$ cat src/rtl/tx_arb_pkg.sv
package tx_arb_pkg;
  localparam int CTRL_W   = 16;
  localparam int PRIO_W   = 6;
  localparam int PRIO_LSB = 8;
  typedef logic [PRIO_W-1:0] prio_t;
endpackage

$ cat src/rtl/mb_slot.sv
module mb_slot
  import tx_arb_pkg::*;
(
  input  logic  clk_i,
  input  logic  rst_ni,
  input  logic  en_we_i,
  input  logic  en_d_i,
  input  logic  dir_we_i,
  input  logic  dir_d_i,
  input  logic  mask_we_i,
  input  logic  mask_d_i,
  input  logic  prio_we_i,
  input  prio_t prio_d_i,
  input  logic  req_set_i,
  input  logic  ack_clr_i,
  input  logic  done_hit_i,
  output logic  en_o,
  output logic  mask_o,
  output prio_t prio_o,
  output logic  req_o,
  output logic  ack_o,
  output logic  elig_o
);
  logic en_q, dir_q, mask_q, req_q, ack_q;
  prio_t prio_q;

  always_ff @(posedge clk_i or negedge rst_ni) begin
    if (!rst_ni) begin
      en_q   <= 1'b0;
      dir_q  <= 1'b0;
      mask_q <= 1'b0;
      prio_q <= '0;
      req_q  <= 1'b0;
      ack_q  <= 1'b0;
    end else begin
      if (en_we_i)   en_q   <= en_d_i;
      if (dir_we_i)  dir_q  <= dir_d_i;
      if (mask_we_i) mask_q <= mask_d_i;
      if (prio_we_i) prio_q <= prio_d_i;
      // disable withdraws; a new set beats completion clear
      if (en_we_i && !en_d_i)      req_q <= 1'b0;
      else if (req_set_i && en_q)  req_q <= 1'b1;
      else if (done_hit_i)         req_q <= 1'b0;
      if (done_hit_i)              ack_q <= 1'b1;
      else if (ack_clr_i)          ack_q <= 1'b0;
    end
  end

  assign en_o   = en_q;
  assign mask_o = mask_q;
  assign prio_o = prio_q;
  assign req_o  = req_q;
  assign ack_o  = ack_q;
  assign elig_o = en_q & ~dir_q & req_q;
endmodule

$ cat src/rtl/prio_pick.sv
module prio_pick
  import tx_arb_pkg::*;
#(
  parameter  int N  = 32,
  localparam int IW = $clog2(N)
) (
  input  logic [N-1:0]  elig_i,
  input  prio_t         prio_i [N],
  output logic          valid_o,
  output logic [IW-1:0] idx_o
);
  prio_t best;

  // ascending scan with >= lets the higher index win a tie
  always_comb begin
    valid_o = 1'b0;
    idx_o   = '0;
    best    = '0;
    for (int i = 0; i < N; i++) begin
      if (elig_i[i] && (!valid_o || prio_i[i] >= best)) begin
        valid_o = 1'b1;
        idx_o   = IW'(i);
        best    = prio_i[i];
      end
    end
  end
endmodule

$ cat src/rtl/tx_mbox_arbiter.sv
module tx_mbox_arbiter
  import tx_arb_pkg::*;
#(
  parameter  int N  = 32,
  localparam int IW = $clog2(N)
) (
  input  logic              clk_i,
  input  logic              rst_ni,
  input  logic              en_we_i,
  input  logic [N-1:0]      en_wdata_i,
  input  logic              dir_we_i,
  input  logic [N-1:0]      dir_wdata_i,
  input  logic              mask_we_i,
  input  logic [N-1:0]      mask_wdata_i,
  input  logic              prio_we_i,
  input  logic [IW-1:0]     prio_idx_i,
  input  logic [CTRL_W-1:0] prio_ctrl_i,
  input  logic              req_set_we_i,
  input  logic [N-1:0]      req_set_i,
  input  logic              ack_clr_we_i,
  input  logic [N-1:0]      ack_clr_i,
  input  logic              start_i,
  input  logic              done_i,
  output logic              sel_valid_o,
  output logic [IW-1:0]     sel_idx_o,
  output logic [N-1:0]      req_o,
  output logic [N-1:0]      ack_o,
  output logic              irq_o
);
  logic [N-1:0]  en_v, mask_v, elig_v;
  prio_t         prio_v [N];
  prio_t         prio_wd;
  logic          pick_valid;
  logic [IW-1:0] pick_idx;
  logic          busy_q;
  logic [IW-1:0] lock_q;

  assign prio_wd = prio_ctrl_i[PRIO_LSB +: PRIO_W];

  for (genvar i = 0; i < N; i++) begin : g_slot
    mb_slot u_slot (
      .clk_i      (clk_i),
      .rst_ni     (rst_ni),
      .en_we_i    (en_we_i),
      .en_d_i     (en_wdata_i[i]),
      .dir_we_i   (dir_we_i),
      .dir_d_i    (dir_wdata_i[i]),
      .mask_we_i  (mask_we_i),
      .mask_d_i   (mask_wdata_i[i]),
      .prio_we_i  (prio_we_i && (prio_idx_i == IW'(i))),
      .prio_d_i   (prio_wd),
      .req_set_i  (req_set_we_i && req_set_i[i]),
      .ack_clr_i  (ack_clr_we_i && ack_clr_i[i]),
      .done_hit_i (busy_q && done_i && (lock_q == IW'(i))),
      .en_o       (en_v[i]),
      .mask_o     (mask_v[i]),
      .prio_o     (prio_v[i]),
      .req_o      (req_o[i]),
      .ack_o      (ack_o[i]),
      .elig_o     (elig_v[i])
    );
  end

  prio_pick #(.N(N)) u_pick (
    .elig_i  (elig_v),
    .prio_i  (prio_v),
    .valid_o (pick_valid),
    .idx_o   (pick_idx)
  );

  always_ff @(posedge clk_i or negedge rst_ni) begin
    if (!rst_ni) begin
      busy_q <= 1'b0;
      lock_q <= '0;
    end else if (!busy_q) begin
      if (start_i && pick_valid) begin
        busy_q <= 1'b1;
        lock_q <= pick_idx;
      end
    end else if (done_i) begin
      busy_q <= 1'b0;
    end
  end

  assign sel_valid_o = busy_q | pick_valid;
  assign sel_idx_o   = busy_q ? lock_q : pick_idx;
  assign irq_o       = |(ack_o & mask_v);
endmodule

$ cat config.mk
export PLATFORM = sky130hd
export DESIGN_NAME = tx_mbox_arbiter
export DESIGN_NICKNAME = d
export VERILOG_FILES = /design/src/rtl/tx_arb_pkg.sv /design/src/rtl/mb_slot.sv /design/src/rtl/prio_pick.sv /design/src/rtl/tx_mbox_arbiter.sv
export SDC_FILE = /design/constraint.sdc
export NUM_CORES = 1
export LEC_CHECK = 0
export ABC_AREA = 1
export CAP_MARGIN = 0
export CORE_ASPECT_RATIO = 1.5
export CORE_UTILIZATION = 40
export DETAILED_ROUTE_END_ITERATION = 8
export DONT_BUFFER_PORTS = 1
export PLACE_DENSITY = 0.64
export SYNTH_ARGS = -nofsm -noshare
export SYNTH_HDL_FRONTEND = slang
export SYNTH_HIERARCHICAL = 1
export SYNTH_SLANG_ARGS = --single-unit
export TNS_END_PERCENT = 5
$ cat constraint.sdc
create_clock -name clk_i -period 65.5 [get_ports clk_i]
set_clock_uncertainty 0.15 [all_clocks]
set_input_delay 13.1 -clock clk_i [delete_from_list [all_inputs] [get_ports clk_i]]
set_output_delay 13.1 -clock clk_i [all_outputs]
set_load 0.1 [all_outputs]
* After elaboration in Yosys (flattened, before gate mapping) *
Cells that the tools add are included.

operators by class
  $lt $le $gt $ge = 31
  eq/ne operators = 62
  multiplexer cells = 258
  bitwise logic cells = 99
  reduce and logical (&&, ||, !) cells = 387

operators by type and width
  cell                number
  $logic_and 1x1->1   225
  $mux 1              196
  $ge 6x6->1          31
  $mux 6              31
  $eq 5x5->1 const B  32
  $reduce_bool 3->1   32
  $mux 5              17
  $eq 5x4->1 const B  16
  $and 1x1->1         64
  $reduce_bool 2->1   32
  $logic_not 1->1     63
  $eq 5x3->1 const B  8
  $not 1->1           33
  $and 32x32->32      1
  $mux 4              8
  $reduce_or 32->1    1
  $logic_or 1x1->1    31
  $eq 5x2->1 const B  4
  $mux 3              4
  $eq 5x1->1 const B  2
  $logic_not 5->1     2
  $mux 2              2
  $reduce_and 2->1    1
  $or 1x1->1          1

word-level totals
  bits in registers = 358
  bits of input ports = 191
  output and inout bits = 71
  logic and storage cells = 1031

* Depth between registers and ports, before layout *
  word-level depth = 131
  gate-level depth with buffers = 403
  gate-level depth less buffers = 375

* Hierarchy *
Netlist, hierarchy kept.

by module, submodules not included
  module           times used  cells an instance  area an instance (µm²)  seq. area each (µm²)
  mb_slot          32          48                 437.9                   275.3
  prio_pick        1           1510               8423.1                  0.0
  tx_mbox_arbiter  1           367                1559.0                  150.1

* Worst setup path after synthesis *
Ideal clock, no wire load.

  path kind = register -> output
  start point = register g_slot[0].u_slot.req_q
  end point = output sel_idx_o[2]
  arrival = 41.934 ns
  required time = 52.250 ns
  setup slack = 10.316 ns
  stages on the path, launching flop included = 383
  buffers on the path = 29
  path through = dfrtp_1 > nand2_1 > nor2_1 > buf_6 > nand2_1 > ha_1 > nand2_1 > a21oi_1 > nor2_1 > nand2_1 > nand2_1 > buf_2 > o21ai_0 > ha_1 > nand2_1 > inv_1 > a21oi_1 > nand3_1 > [... 347 more ...] > nand2_2 > nand2_4 > or2_2 > nand2_1 > ha_1 > o21a_1 > o21a_1 > o21a_1 > o21ai_0 > nand2_1 > a21oi_1 > o21ai_0 > nand2_1 > nand2_1 > inv_2 > nand4_2 > inv_1 > o21ai_0

between the ends
  cells in the longest elaborated chain, start to end = 127
  elaborated cells on any way between the ends = 216
  classes of those cells = 31 x order compare; 91 x mux; 1 x bitwise; 93 x reduce/logical

RTL lines
  item                                                  line                   RTL
  from (decl)                                           mb_slot.sv:24          logic en_q, dir_q, mask_q, req_q, ack_q;
  from (signal assigned)                                mb_slot.sv:33          req_q <= 1'b0;
  from (signal assigned)                                mb_slot.sv:41          if (en_we_i && !en_d_i) req_q <= 1'b0;
  from (signal assigned)                                mb_slot.sv:42          else if (req_set_i && en_q) req_q <= 1'b1;
  $and 1x1->1 *                                         mb_slot.sv:54          assign elig_o = en_q & ~dir_q & req_q;
  net elig_v[0]                                         tx_mbox_arbiter.sv:30  logic [N-1:0] en_v, mask_v, elig_v;
  $mux 6 / $mux 1 (equally long branches)               prio_pick.sv:20        if (elig_i[i] && (!valid_o || prio_i[i] >= best)) begin
  $ge 6x6->1 / $logic_not 1->1 (equally long branches)  prio_pick.sv:20
  $logic_or 1x1->1                                      prio_pick.sv:20
  $logic_and 1x1->1                                     prio_pick.sv:20
  $mux 6 / $mux 1 (equally long branches)               prio_pick.sv:20
  $ge 6x6->1 / $logic_not 1->1 (equally long branches)  prio_pick.sv:20
  [... 113 more ...]                                    --
  $logic_and 1x1->1                                     prio_pick.sv:20
  $mux 6 / $mux 1 (equally long branches)               prio_pick.sv:20
  $ge 6x6->1 / $logic_not 1->1 (equally long branches)  prio_pick.sv:20
  $logic_or 1x1->1                                      prio_pick.sv:20
  $logic_and 1x1->1                                     prio_pick.sv:20
  $mux 5 *                                              prio_pick.sv:20
  net pick_idx[2]                                       tx_mbox_arbiter.sv:34  logic [IW-1:0] pick_idx;
  $mux 5 *                                              tx_mbox_arbiter.sv:86  assign sel_idx_o = busy_q ? lock_q : pick_idx;
  to (decl)                                             tx_mbox_arbiter.sv:25  output logic [IW-1:0] sel_idx_o,

The timed path passes the listed nets; every way through them passes the cells marked *.

* Worst setup path in the final report *
  start point = register g_slot[0].u_slot.req_q
  end point = output sel_idx_o[3]

The elaborated chain is that of the path after synthesis.

==> impl_metrics.yaml <==
place:
  dp.final_hpwl_mm: 50.2
  gp_congestion: 0.861
  numPlacedInstances: 4122
  place_area_um2: 24300
  count_of_input_and_output_buffers: 0
worst_setup_path:
  worst_r2r_startpoint: "g_slot[0].u_slot/req_o"
  path_common_cell: "sky130_fd_sc_hd__nand2_1"
  worst-endpoint-arrival_ps: 46630
  critPathSlowestCell: "sky130_fd_sc_hd__dfrtp_1"
  reg2reg_depth: 339
  worstSetupEndpointType: "output port"
  startpoint_type_of_the_worst_setup_path: "flip-flop"
  critical-path-max-stage-delay_ps: 970
  crit_fanout: 17
  critPathLaunch: "g_slot[0].u_slot/req_o"
  worstReg2RegEnd: "busy_q"
  crit_required_ps: 52250
  reg2reg_slack_ps: 19220
  endpoint: "sel_idx_o[3]"
  crit_type: "flip-flop to output port"
final_layout:
  utilization_pct: 43.4
  final_nets: 3717
  fin_cells: 4194
  nFillCells: 6185
  layout-drive-gt1-share_pct: 8.67
  flow.area_growth_from_synthesis_pct: 6.80
  final_area_um2: 25600
timing:
  finalCritPeriodShare_pct: 91.4
  finalHoldViolCount: 0
  grt_setup_unrepaired: "no"
  worstMarginPinSlew_ps: 1870
  final-max-slew-violation-count: 208
  maxSlewHeadroom_pct: -24.7
  setup_viol: 0
  setup_total_negative_slack_ps: 0
  clock.fmax_mhz: 16.7
  hold_ws_ps: 357
  timing.final.crit_period_ps: 59880
global_routing:
  vias_in_the_first_global_route: 19300
  grt_max_degree: 359
  wire_length_of_the_first_global_routing_pass_mm: 105
  globalRouteOverflowTotal: 0
  number_of_antenna_violations_at_the_first_check_in_global_routing: 4
  gr-usage-all-layers_pct: 22.1
pwr:
  switching_power_mw: 0.578
  peakVddDrop_mv: 0.0277
  p_clk_share_pct: 19.4
  power.static_leakage_nw: 13.9
  power_density_nw_per_um2: 46.9
  internal_portion_of_total_power_mw: 0.625
  comb_power_share_pct: 51.9
  switching_share_pct: 48.0
  power_frac_seq_pct: 28.7
yosys:
  yosys.area_share.simple_pct: 29.3
  synth_top_family_by_area: "simple AND/OR/NAND/NOR gates"
  yosys_register_bits: 358
  yosys-mux-area-fraction_pct: 0
  synth_adder_area_share_pct: 7.20
  yosysWarningCount: 6
  synth_edf_count: 0
  synth_area_per_cell_um2: 7.03
  asyncSetResetFlopFracSynth_pct: 100
  synth_xor_xnor_area_share_pct: 0
  syn-cell-area_um2: 24000
  synth_ff_type: "sky130_fd_sc_hd__dfrtp_1"
  synth-compound-area-share_pct: 12.2
  synthesized_netlist_net_count: 3742
  syn_inst: 3413
  synth-seq-area-share_pct: 37.3
  synth.distinct_cells: 44
routing:
  drt-vias-per-instance: 4.79
  postRouteAntennaNets: 0
  wl_per_cell_um: 15.9
  remaining_drc_errors: 0
  routed-via-count: 20100
  drtIter0Drc: 1135
  drt-total-wl_mm: 66.7
  pre_antenna_drt_iters: 8
clock_network:
  postCtsHoldBufs: 0
  clkSlewWorstSetupHoldPaths_ps: 50
  htree_num_levels: 2
  clk_path_buf_depth: 3
  cts_tree: "built"
  insertion_delay_ps: 570
  cts_made_buffers: 41
  cts.sink_count: 358
  post_cts_buffers: 0
  cts_root_buffer: "sky130_fd_sc_hd__clkbuf_16"
  cts_resized: 0
floorplanning:
  fp.dieW_um: 202
  dieHeight_um: 302
  start_util_pct: 40.6
  placeableCoreArea_um2: 59100
  num_io_pins: 262
  design.die.area_um2: 61000
  num_rows: 109
status:
  violated_checks: "slew limit"
  status: "complete, but fails checks"
worst_hold_path:
  min_path_type: "flip-flop to flip-flop"
flow_run:
  max_cap_violations: 0
[state kept, by name (all words and copies together), names as in the netlist]
| name | count |
|---|---|
| g_slot.u_slot/mask_o | 32 |
| g_slot.u_slot/req_o | 32 |
| g_slot.u_slot/dir_q | 32 |
| g_slot.u_slot/en_o | 32 |
| g_slot.u_slot/prio_o | 192 |
| lock_q | 5 |
| busy_q | 1 |
| g_slot.u_slot/ack_o | 32 |
[through the flow]
step | power [mW] | setup slack (ps)
after global routing | 1.32 | 417
after detailed placement | 0.972 | 6190
after global placement | 0.963 | 6380
final | 1.20 | 5620
after CTS | 1.21 | 5420
after floorplan | 0.847 | 10320
[cell families (layout without fill, tap and decap cells)]
| kind of cell | after synthesis | in the layout |
|---|---|---|
| and+or+nand+nor | 1612 | 1612 |
| other | 0 | 2 |
| buffers and inverters | 768 | 770 |
| DFF | 358 | 358 |
| adders and majority gates | 138 | 138 |
| AOI/OAI and AO/OA | 537 | 537 |
[cells in the final DEF (no fill, tap or decap), drive strengths merged, types with 14 or more instances in the layout]
master  count
a21oi      61
clkbuf     58
clkinv     14
dfrtp     358
ha        138
inv       686
nand2    1062
nand3     173
nand4      20
nor2      306
o21a       25
o21ai     431
or2        29
[synth_stat cells, types with 3 or more instances]
library cell / instances / area, um2
sky130_fd_sc_hd__a21boi_0: 6 / 45.0
sky130_fd_sc_hd__a21oi_1: 61 / 305
sky130_fd_sc_hd__a31oi_1: 5 / 31.3
sky130_fd_sc_hd__and2_1: 9 / 56.3
sky130_fd_sc_hd__buf_2: 9 / 45.0
sky130_fd_sc_hd__buf_4: 7 / 52.6
sky130_fd_sc_hd__buf_6: 43 / 484
sky130_fd_sc_hd__clkbuf_1: 6 / 22.5
sky130_fd_sc_hd__clkbuf_8: 8 / 110
sky130_fd_sc_hd__clkinv_1: 5 / 18.8
sky130_fd_sc_hd__clkinv_2: 3 / 15.0
sky130_fd_sc_hd__dfrtp_1: 358 / 8960
sky130_fd_sc_hd__ha_1: 138 / 1730
sky130_fd_sc_hd__inv_1: 660 / 2480
sky130_fd_sc_hd__inv_2: 23 / 86.3
sky130_fd_sc_hd__nand2_1: 957 / 3590
sky130_fd_sc_hd__nand2_2: 76 / 475
sky130_fd_sc_hd__nand2_4: 29 / 327
sky130_fd_sc_hd__nand3_1: 158 / 791
sky130_fd_sc_hd__nand3_2: 13 / 130
sky130_fd_sc_hd__nand3b_1: 9 / 67.6
sky130_fd_sc_hd__nand4_1: 18 / 113
sky130_fd_sc_hd__nor2_1: 293 / 1100
sky130_fd_sc_hd__nor2_2: 10 / 62.6
sky130_fd_sc_hd__nor2_4: 3 / 33.8
sky130_fd_sc_hd__o211ai_1: 3 / 22.5
sky130_fd_sc_hd__o21a_1: 25 / 188
sky130_fd_sc_hd__o21ai_0: 298 / 1490
sky130_fd_sc_hd__o21ai_1: 99 / 495
sky130_fd_sc_hd__o21ai_2: 34 / 298
sky130_fd_sc_hd__o21bai_1: 3 / 22.5
sky130_fd_sc_hd__or2_1: 6 / 37.5
sky130_fd_sc_hd__or2_2: 23 / 144
[power by group through the flow]
stage	combinational [mW]	sequential, mW	clock (mW)
final	0.624	0.345	0.234
after global routing	0.717	0.351	0.247
after CTS	0.627	0.345	0.240
after detailed placement	0.623	0.349	0
after global placement	0.615	0.348	0
after floorplan	0.511	0.336	0
[final cells by class]
class	instances	area, um2	share of cell area (%)
multi-input cells	2287	11700	45.6
flip-flops and latches	358	8960	35.0
inverters	693	2610	10.2
clock buffers	58	1190	4.64
well taps	777	972	3.79
clock inverters	12	144	0.561
repair buffers	7	52.6	0.205
diodes	2	5.00	0.0195
[worst min-delay path by stage]
stage / startpoint / end / slack, ps / cells past startpoint
floorplan: g_slot[0].u_slot/prio_o[5] / g_slot[0].u_slot/prio_o[5] / 330 / 2
detailed placement: g_slot[16].u_slot/prio_o[0] / g_slot[16].u_slot/prio_o[0] / 350 / 2
CTS: g_slot[16].u_slot/prio_o[2] / g_slot[16].u_slot/prio_o[2] / 360 / 2
global placement: g_slot[5].u_slot/prio_o[0] / g_slot[5].u_slot/prio_o[0] / 350 / 2
finish: g_slot[15].u_slot/prio_o[0] / g_slot[15].u_slot/prio_o[0] / 360 / 2
global route: g_slot[14].u_slot/prio_o[2] / g_slot[14].u_slot/prio_o[2] / 380 / 2
[routing by layer]
layer  track usage (%)  routed length, um
met2              40.5              33900
met1              25.6              27200
met3              4.91               3960
met4              6.08               1670
met5                 0                  0
[critical path, delay by kind of cell (launching register included)]
| kind | cells | cell delay [ps] |
|---|---|---|
| buffers and inverters | 27 | 1650 |
| AND/OR/NAND/NOR | 209 | 21800 |
| AO/OA/AOI/OAI | 75 | 12580 |
| adder cells (fa/ha/maj) | 31 | 8940 |
| flip-flops | 1 | 970 |
(Power assumes the default switching activity.)
